**src/rtl/bus65_pkg.sv**
```systemverilog
package bus65_pkg;

  typedef enum logic [1:0] {
    PH_IDLE = 2'd0,
    PH_WAIT = 2'd1,
    PH_HIGH = 2'd2
  } phase_e;

endpackage

```
**src/rtl/bus65_sync.sv**
```systemverilog
module bus65_sync #(
  parameter int          W       = 1,
  parameter logic [W-1:0] RST_VAL = '0
) (
  input  logic         clk,
  input  logic         rst_n,
  input  logic [W-1:0] d,
  output logic [W-1:0] q
);
  logic [W-1:0] meta_q;
  logic [W-1:0] safe_q;

  always_ff @(posedge clk or negedge rst_n) begin
    if (!rst_n) begin
      meta_q <= RST_VAL;
      safe_q <= RST_VAL;
    end else begin
      meta_q <= d;
      safe_q <= meta_q;
    end
  end

  assign q = safe_q;
endmodule

```
**src/rtl/bus65_phase.sv**
```systemverilog
module bus65_phase
  import bus65_pkg::*;
#(
  parameter int DLY_W     = 2,
  parameter bit HAS_DELAY = 1'b1
) (
  input  logic             clk,
  input  logic             rst_n,
  input  logic             phi2_s,
  input  logic             delay_en,
  input  logic [DLY_W-1:0] delay_sel,
  output logic             start,
  output logic             fall
);
  logic phi2_d;
  logic rise;

  always_ff @(posedge clk or negedge rst_n) begin
    if (!rst_n) phi2_d <= 1'b0;
    else        phi2_d <= phi2_s;
  end

  assign rise = phi2_s & ~phi2_d;
  assign fall = ~phi2_s & phi2_d;

  generate
    if (HAS_DELAY) begin : g_delay
      phase_e           state_q;
      logic [DLY_W-1:0] cnt_q;
      logic [DLY_W-1:0] dly_eff;
      logic             cnt_done;

      assign dly_eff  = (delay_sel == '0) ? DLY_W'(1) : delay_sel;
      assign cnt_done = (state_q == PH_WAIT) && (cnt_q == DLY_W'(1));

      always_ff @(posedge clk or negedge rst_n) begin
        if (!rst_n) begin
          state_q <= PH_IDLE;
          cnt_q   <= '0;
        end else if (fall) begin
          state_q <= PH_IDLE;
          cnt_q   <= '0;
        end else begin
          case (state_q)
            PH_IDLE: begin
              if (rise) begin
                if (delay_en) begin
                  state_q <= PH_WAIT;
                  cnt_q   <= dly_eff;
                end else begin
                  state_q <= PH_HIGH;
                end
              end
            end
            PH_WAIT: begin
              if (cnt_done) state_q <= PH_HIGH;
              else          cnt_q   <= cnt_q - DLY_W'(1);
            end
            default: state_q <= state_q;
          endcase
        end
      end

      assign start = (rise & ~delay_en) | (cnt_done & ~fall);
    end else begin : g_direct
      assign start = rise;
    end
  endgenerate
endmodule

```
**src/rtl/bus65_ctrl.sv**
```systemverilog
module bus65_ctrl #(
  parameter int ADDR_W = 3
) (
  input  logic              clk,
  input  logic              rst_n,
  input  logic              start,
  input  logic              fall,
  input  logic              sel_s,
  input  logic              rw_s,
  input  logic [ADDR_W-1:0] addr_s,
  output logic              act_rd,
  output logic              act_wr,
  output logic [ADDR_W-1:0] cyc_addr,
  output logic              wr_en
);
  always_ff @(posedge clk or negedge rst_n) begin
    if (!rst_n) begin
      act_rd   <= 1'b0;
      act_wr   <= 1'b0;
      cyc_addr <= '0;
    end else if (fall) begin
      act_rd <= 1'b0;
      act_wr <= 1'b0;
    end else if (start && sel_s) begin
      act_rd   <= rw_s;
      act_wr   <= ~rw_s;
      cyc_addr <= addr_s;
    end
  end

  assign wr_en = fall & act_wr;
endmodule

```
**src/rtl/bus65_regfile.sv**
```systemverilog
module bus65_regfile #(
  parameter int DATA_W   = 8,
  parameter int ADDR_W   = 3,
  parameter int NUM_REGS = 4
) (
  input  logic              clk,
  input  logic              rst_n,
  input  logic              wr_en,
  input  logic [ADDR_W-1:0] addr,
  input  logic [DATA_W-1:0] wr_data,
  output logic [DATA_W-1:0] rd_data
);
  logic [DATA_W-1:0] regs [NUM_REGS];

  generate
    for (genvar g = 0; g < NUM_REGS; g++) begin : g_reg
      always_ff @(posedge clk or negedge rst_n) begin
        if (!rst_n)                               regs[g] <= '0;
        else if (wr_en && addr == ADDR_W'(g))     regs[g] <= wr_data;
      end
    end
  endgenerate

  always_comb begin
    rd_data = '1;
    for (int i = 0; i < NUM_REGS; i++) begin
      if (addr == ADDR_W'(i)) rd_data = regs[i];
    end
  end
endmodule

```
**src/rtl/bus65_periph.sv**
```systemverilog
module bus65_periph #(
  parameter int DATA_W    = 8,
  parameter int ADDR_W    = 3,
  parameter int NUM_REGS  = 4,
  parameter int DLY_W     = 2,
  parameter bit HAS_DELAY = 1'b1
) (
  input  logic              clk,
  input  logic              rst_n,
  input  logic              phi2,
  input  logic              rw,
  input  logic              cs_n,
  input  logic [ADDR_W-1:0] addr,
  input  logic [DATA_W-1:0] data_in,
  output logic [DATA_W-1:0] data_out,
  output logic              data_oe,
  input  logic              delay_en,
  input  logic [DLY_W-1:0]  delay_sel,
  output logic              rd_strobe_n,
  output logic              wr_strobe_n
);
  localparam int SYNC_W = 3 + ADDR_W + DATA_W;
  localparam logic [SYNC_W-1:0] SYNC_RST = {1'b0, 1'b1, 1'b1, {(ADDR_W + DATA_W){1'b0}}};

  logic [SYNC_W-1:0] raw_bus;
  logic [SYNC_W-1:0] sync_bus;
  logic              phi2_s;
  logic              rw_s;
  logic              cs_n_s;
  logic              sel_s;
  logic [ADDR_W-1:0] addr_s;
  logic [DATA_W-1:0] data_s;
  logic              start;
  logic              fall;
  logic              act_rd;
  logic              act_wr;
  logic              wr_en;
  logic [ADDR_W-1:0] cyc_addr;
  logic [DATA_W-1:0] rd_data;

  assign raw_bus = {phi2, rw, cs_n, addr, data_in};
  assign {phi2_s, rw_s, cs_n_s, addr_s, data_s} = sync_bus;
  assign sel_s = ~cs_n_s;

  bus65_sync #(.W(SYNC_W), .RST_VAL(SYNC_RST)) u_sync (
    .clk(clk), .rst_n(rst_n), .d(raw_bus), .q(sync_bus)
  );

  bus65_phase #(.DLY_W(DLY_W), .HAS_DELAY(HAS_DELAY)) u_phase (
    .clk(clk), .rst_n(rst_n), .phi2_s(phi2_s), .delay_en(delay_en),
    .delay_sel(delay_sel), .start(start), .fall(fall)
  );

  bus65_ctrl #(.ADDR_W(ADDR_W)) u_ctrl (
    .clk(clk), .rst_n(rst_n), .start(start), .fall(fall), .sel_s(sel_s),
    .rw_s(rw_s), .addr_s(addr_s), .act_rd(act_rd), .act_wr(act_wr),
    .cyc_addr(cyc_addr), .wr_en(wr_en)
  );

  bus65_regfile #(.DATA_W(DATA_W), .ADDR_W(ADDR_W), .NUM_REGS(NUM_REGS)) u_regs (
    .clk(clk), .rst_n(rst_n), .wr_en(wr_en), .addr(cyc_addr),
    .wr_data(data_s), .rd_data(rd_data)
  );

  assign rd_strobe_n = ~act_rd;
  assign wr_strobe_n = ~act_wr;
  assign data_oe     = act_rd;
  assign data_out    = act_rd ? rd_data : '0;
endmodule

```
**config.mk**
```make
export PLATFORM = sky130hd
export DESIGN_NAME = bus65_periph
export DESIGN_NICKNAME = d
export VERILOG_FILES = /design/src/rtl/bus65_pkg.sv /design/src/rtl/bus65_sync.sv /design/src/rtl/bus65_phase.sv /design/src/rtl/bus65_ctrl.sv /design/src/rtl/bus65_regfile.sv /design/src/rtl/bus65_periph.sv
export SDC_FILE = /design/constraint.sdc
export NUM_CORES = 1
export LEC_CHECK = 0
export CAP_MARGIN = 15
export CORE_MARGIN = 2
export CORE_UTILIZATION = 55
export CTS_BUF_LIST = sky130_fd_sc_hd__clkbuf_8
export CTS_CLUSTER_SIZE = 14
export DETAILED_ROUTE_END_ITERATION = 8
export GPL_ROUTABILITY_DRIVEN = 0
export PLACE_DENSITY = 0.78
export RECOVER_POWER = 25
export SYNTH_ARGS = -nofsm -noshare
export SYNTH_HDL_FRONTEND = slang
export SYNTH_HIERARCHICAL = 1
export SYNTH_SLANG_ARGS = --single-unit
```
**constraint.sdc**
```tcl
create_clock -name clk -period 2.5 [get_ports clk]
set_input_delay 0.25 -clock clk [delete_from_list [all_inputs] [get_ports clk]]
set_output_delay 0.25 -clock clk [all_outputs]
set_load 0.005 [all_outputs]
```
==> run metrics <==
first-pass GRT wire length=roughly 7600 µm; post-CTS setup buffers=0; Iter 0 DRT Violations=84; Vias=about 1.6k; synthesized flop and latch total=70; gr usage total=0.187; YS warnings=6; CTS tree=yes; Clock transition at path regs=about 0.07 ns; max_slew headroom=-0.0971; minimum hold slack=between 0.3 and 0.4 ns; largest net degree at the start of global routing=71; Period Utilization, post-route=0.907; Final HPWL DP=3050 µm; worst hold path class=reg -> reg; crit start category=register; DRT Wirelength=roughly 4600 µm; clk sinks=70; post-CTS sizing=0; largest cells by area after synthesis=dfrtp_1 (58%), mux2_2 (13%), mux2i_1 (5.7%); layout cells sized above 1=0.303; final setup TNS=0 ns; initial cell density of the core=0.561; worst skew pair latency=~0.34 ns; chip height=about 76 µm; core footprint=just over 5000 µm²; leakage power=about 1.6 nW; area share of the largest cell type after synthesis=0.584; Arr. time, crit path=2.02 ns; number of max-cap violations=1; Layout Utilization=0.688; DRC viols=0; gr ovfl total=0; CTS H-tree lvls=3; I/O Buffers=29; diode count=0; nets@finish=256; CTS Buf Count=9; final hold vios=0; FF-to-FF path depth=6; clock root cell=clkbuf_8; Max Freq=roughly 440 MHz; Mapped Nets=between 200 and 250; dominant cell type by area after synthesis=dfrtp_1; crit-path max FO=8; Area growth syn-to-layout=22.6%; num rows=26; synthesized area=roughly 2800 µm²; Final setup violation count=0; CP endpoint kind=primary output; failing checks=max-capacitance violations, max-slew violations; RSZ-0062 raised after global routing=false; hold-fix buffer count after cts=0; io pins=30; vias in the first global route=~1.6k; Clock Path Buffers=2; Slew Limit Fails=71; Post-Synthesis Cells=190; status=finished, violations left; fin crit period=around 2.3 ns; register area share after synthesis=0.621; Req. time, crit path=2.25 ns; clock skew=about 0.0077 ns; DR WL/cell=between 10 and 15 µm; Vias/cell=5.23; die width=between 70 and 80 µm; Worst-Margin Slew=about 1.6 ns; Worst VDD drop=roughly 0.53 mV; TritonRoute pass-1 iters=4; fillers=approximately 370; Final ANT Viol Nets=0; initial antenna violation count=0; Worst Hold Depth=0; library cells used by synthesis=36; WS Path Type=reg -> out; pwr dens=around 1000 nW/µm²; die area=about 5700 µm²; Post-Syn Area per Cell=14.9 µm²
==> state kept, by name (all words and copies together) (netlist names) <==
register	cells
u_phase/g_delay.state_q	2
u_regs/regs	32
u_sync/q	14
u_phase/g_delay.cnt_q	2
u_ctrl/act_rd	1
u_ctrl/cyc_addr	3
u_ctrl/act_wr	1
u_sync/meta_q	14
u_phase/phi2_d	1
==> cell usage in the layout, fill, tap and decap left out, types with 2 or more instances in the layout <==
| cell type | synthesis | final |
|---|---|---|
| a21oi_1 | 5 | 5 |
| a22oi_1 | 8 | 8 |
| a32o_1 | 2 | 2 |
| and2_1 | 9 | 9 |
| and4bb_2 | 2 | 2 |
| buf_4 | 1 | 7 |
| bufinv_16 | 0 | 2 |
| clkbuf_8 | 0 | 12 |
| clkdlybuf4s50_1 | 0 | 14 |
| clkinv_4 | 0 | 2 |
| dfrtp_1 | 66 | 66 |
| dfstp_2 | 4 | 4 |
| dlygate4sd3_1 | 0 | 14 |
| ha_1 | 4 | 4 |
| inv_1 | 9 | 9 |
| mux2_2 | 32 | 32 |
| mux2_4 | 4 | 4 |
| mux2i_1 | 16 | 16 |
| nand2_1 | 2 | 2 |
| nor2_1 | 4 | 4 |
==> stage by stage <==
stage | worst slack [ns] | instance area, µm² | cells | power (mW)
2_1_floorplan | 0.644 | 2830 | 190 | 2.25
3_3_place_gp | 0.589 | 3230 | 292 | 2.52
3_5_place_dp | 0.530 | 3230 | 292 | 2.55
4_1_cts | 0.224 | 3470 | 308 | 3.61
5_1_grt | 0.107 | 3470 | 308 | 3.78
6_report | 0.233 | 3470 | 308 | 3.57
==> cell families (layout without fill, tap and decap cells) <==
family | Yosys count | after routing | share of synthesized area
adders and majority gates | 4 | 4 | 0.0177
buffers and inverters | 14 | 62 | 0.0234
DFF | 70 | 70 | 0.621
and+or+nand+nor | 26 | 26 | 0.0707
AOI/OAI and AO/OA | 24 | 24 | 0.0623
muxes | 52 | 52 | 0.205
==> synth_stat cells (all sizes together) <==
master   count
a21bo        1
a21oi        5
a22o         1
a22oi        8
a311oi       1
a31oi        1
a32o         2
and2         9
and4bb       2
buf          4
clkbuf       1
dfrtp       66
dfstp        4
ha           4
inv          9
mux2        36
mux2i       16
nand2        2
nand2b       2
nand3        1
nand3b       1
nand4b       1
nor2         4
nor2b        1
nor3         1
nor4b        1
o21a         1
o21ai        1
o21bai       1
o2bb2ai      1
o32ai        1
or3          1
==> cell type report <==
class | instances | area [µm²] | share of cell area
inverters | 9 | 33.8 | 0.00973
well taps | 70 | 87.6 | 0.0252
clock buffers | 12 | 165 | 0.0476
multi-input cells | 106 | 1010 | 0.290
repair buffers | 37 | 343 | 0.0988
clock inverters | 4 | 77.6 | 0.0224
flip-flops and latches | 70 | 1760 | 0.506
==> final timing paths <==
check | slack (ns) | start | endpoint
max | 0.23 | u_ctrl/cyc_addr[0] | data_out[0]
min | 0.35 | u_sync/meta_q[7] | u_sync/q[7]
max reg2reg | 0.52 | u_sync/q[13] | u_regs/regs[25]
min reg2reg | 0.35 | u_sync/meta_q[7] | u_sync/q[7]
max in group asynchronous | 1.10 | rst_n | u_regs/regs[5]
min in group asynchronous | 0.41 | rst_n | u_sync/meta_q[13]
==> worst max-delay path, cell delays in order, from the launching register on <==
cell and delay, ns:
dfrtp_1 0.47, nor2b_1 0.17, buf_4 0.18, a22oi_1 0.20, and2_1 0.16, clkdlybuf4s50_1 0.50
==> power breakdown <==
group,leakage (nW),internal (mW),switching [mW],total [mW]
Clock,0.123,0.647,0.403,1.05
Sequential,0.877,1.41,0.209,1.62
Combinational,0.636,0.540,0.368,0.908
==> per-layer routing <==
metal	wire length, µm	part of all wire	GRT usage	vias to the layer above
met2	2130	0.46	0.271	24
met5	0	0	0	-
met3	153	0.033	0.0728	7
met4	74	0.016	0.0682	0
li1	-	-	-	767
met1	2230	0.49	0.260	813
No activity file was read; power rests on OpenSTA's default activity.
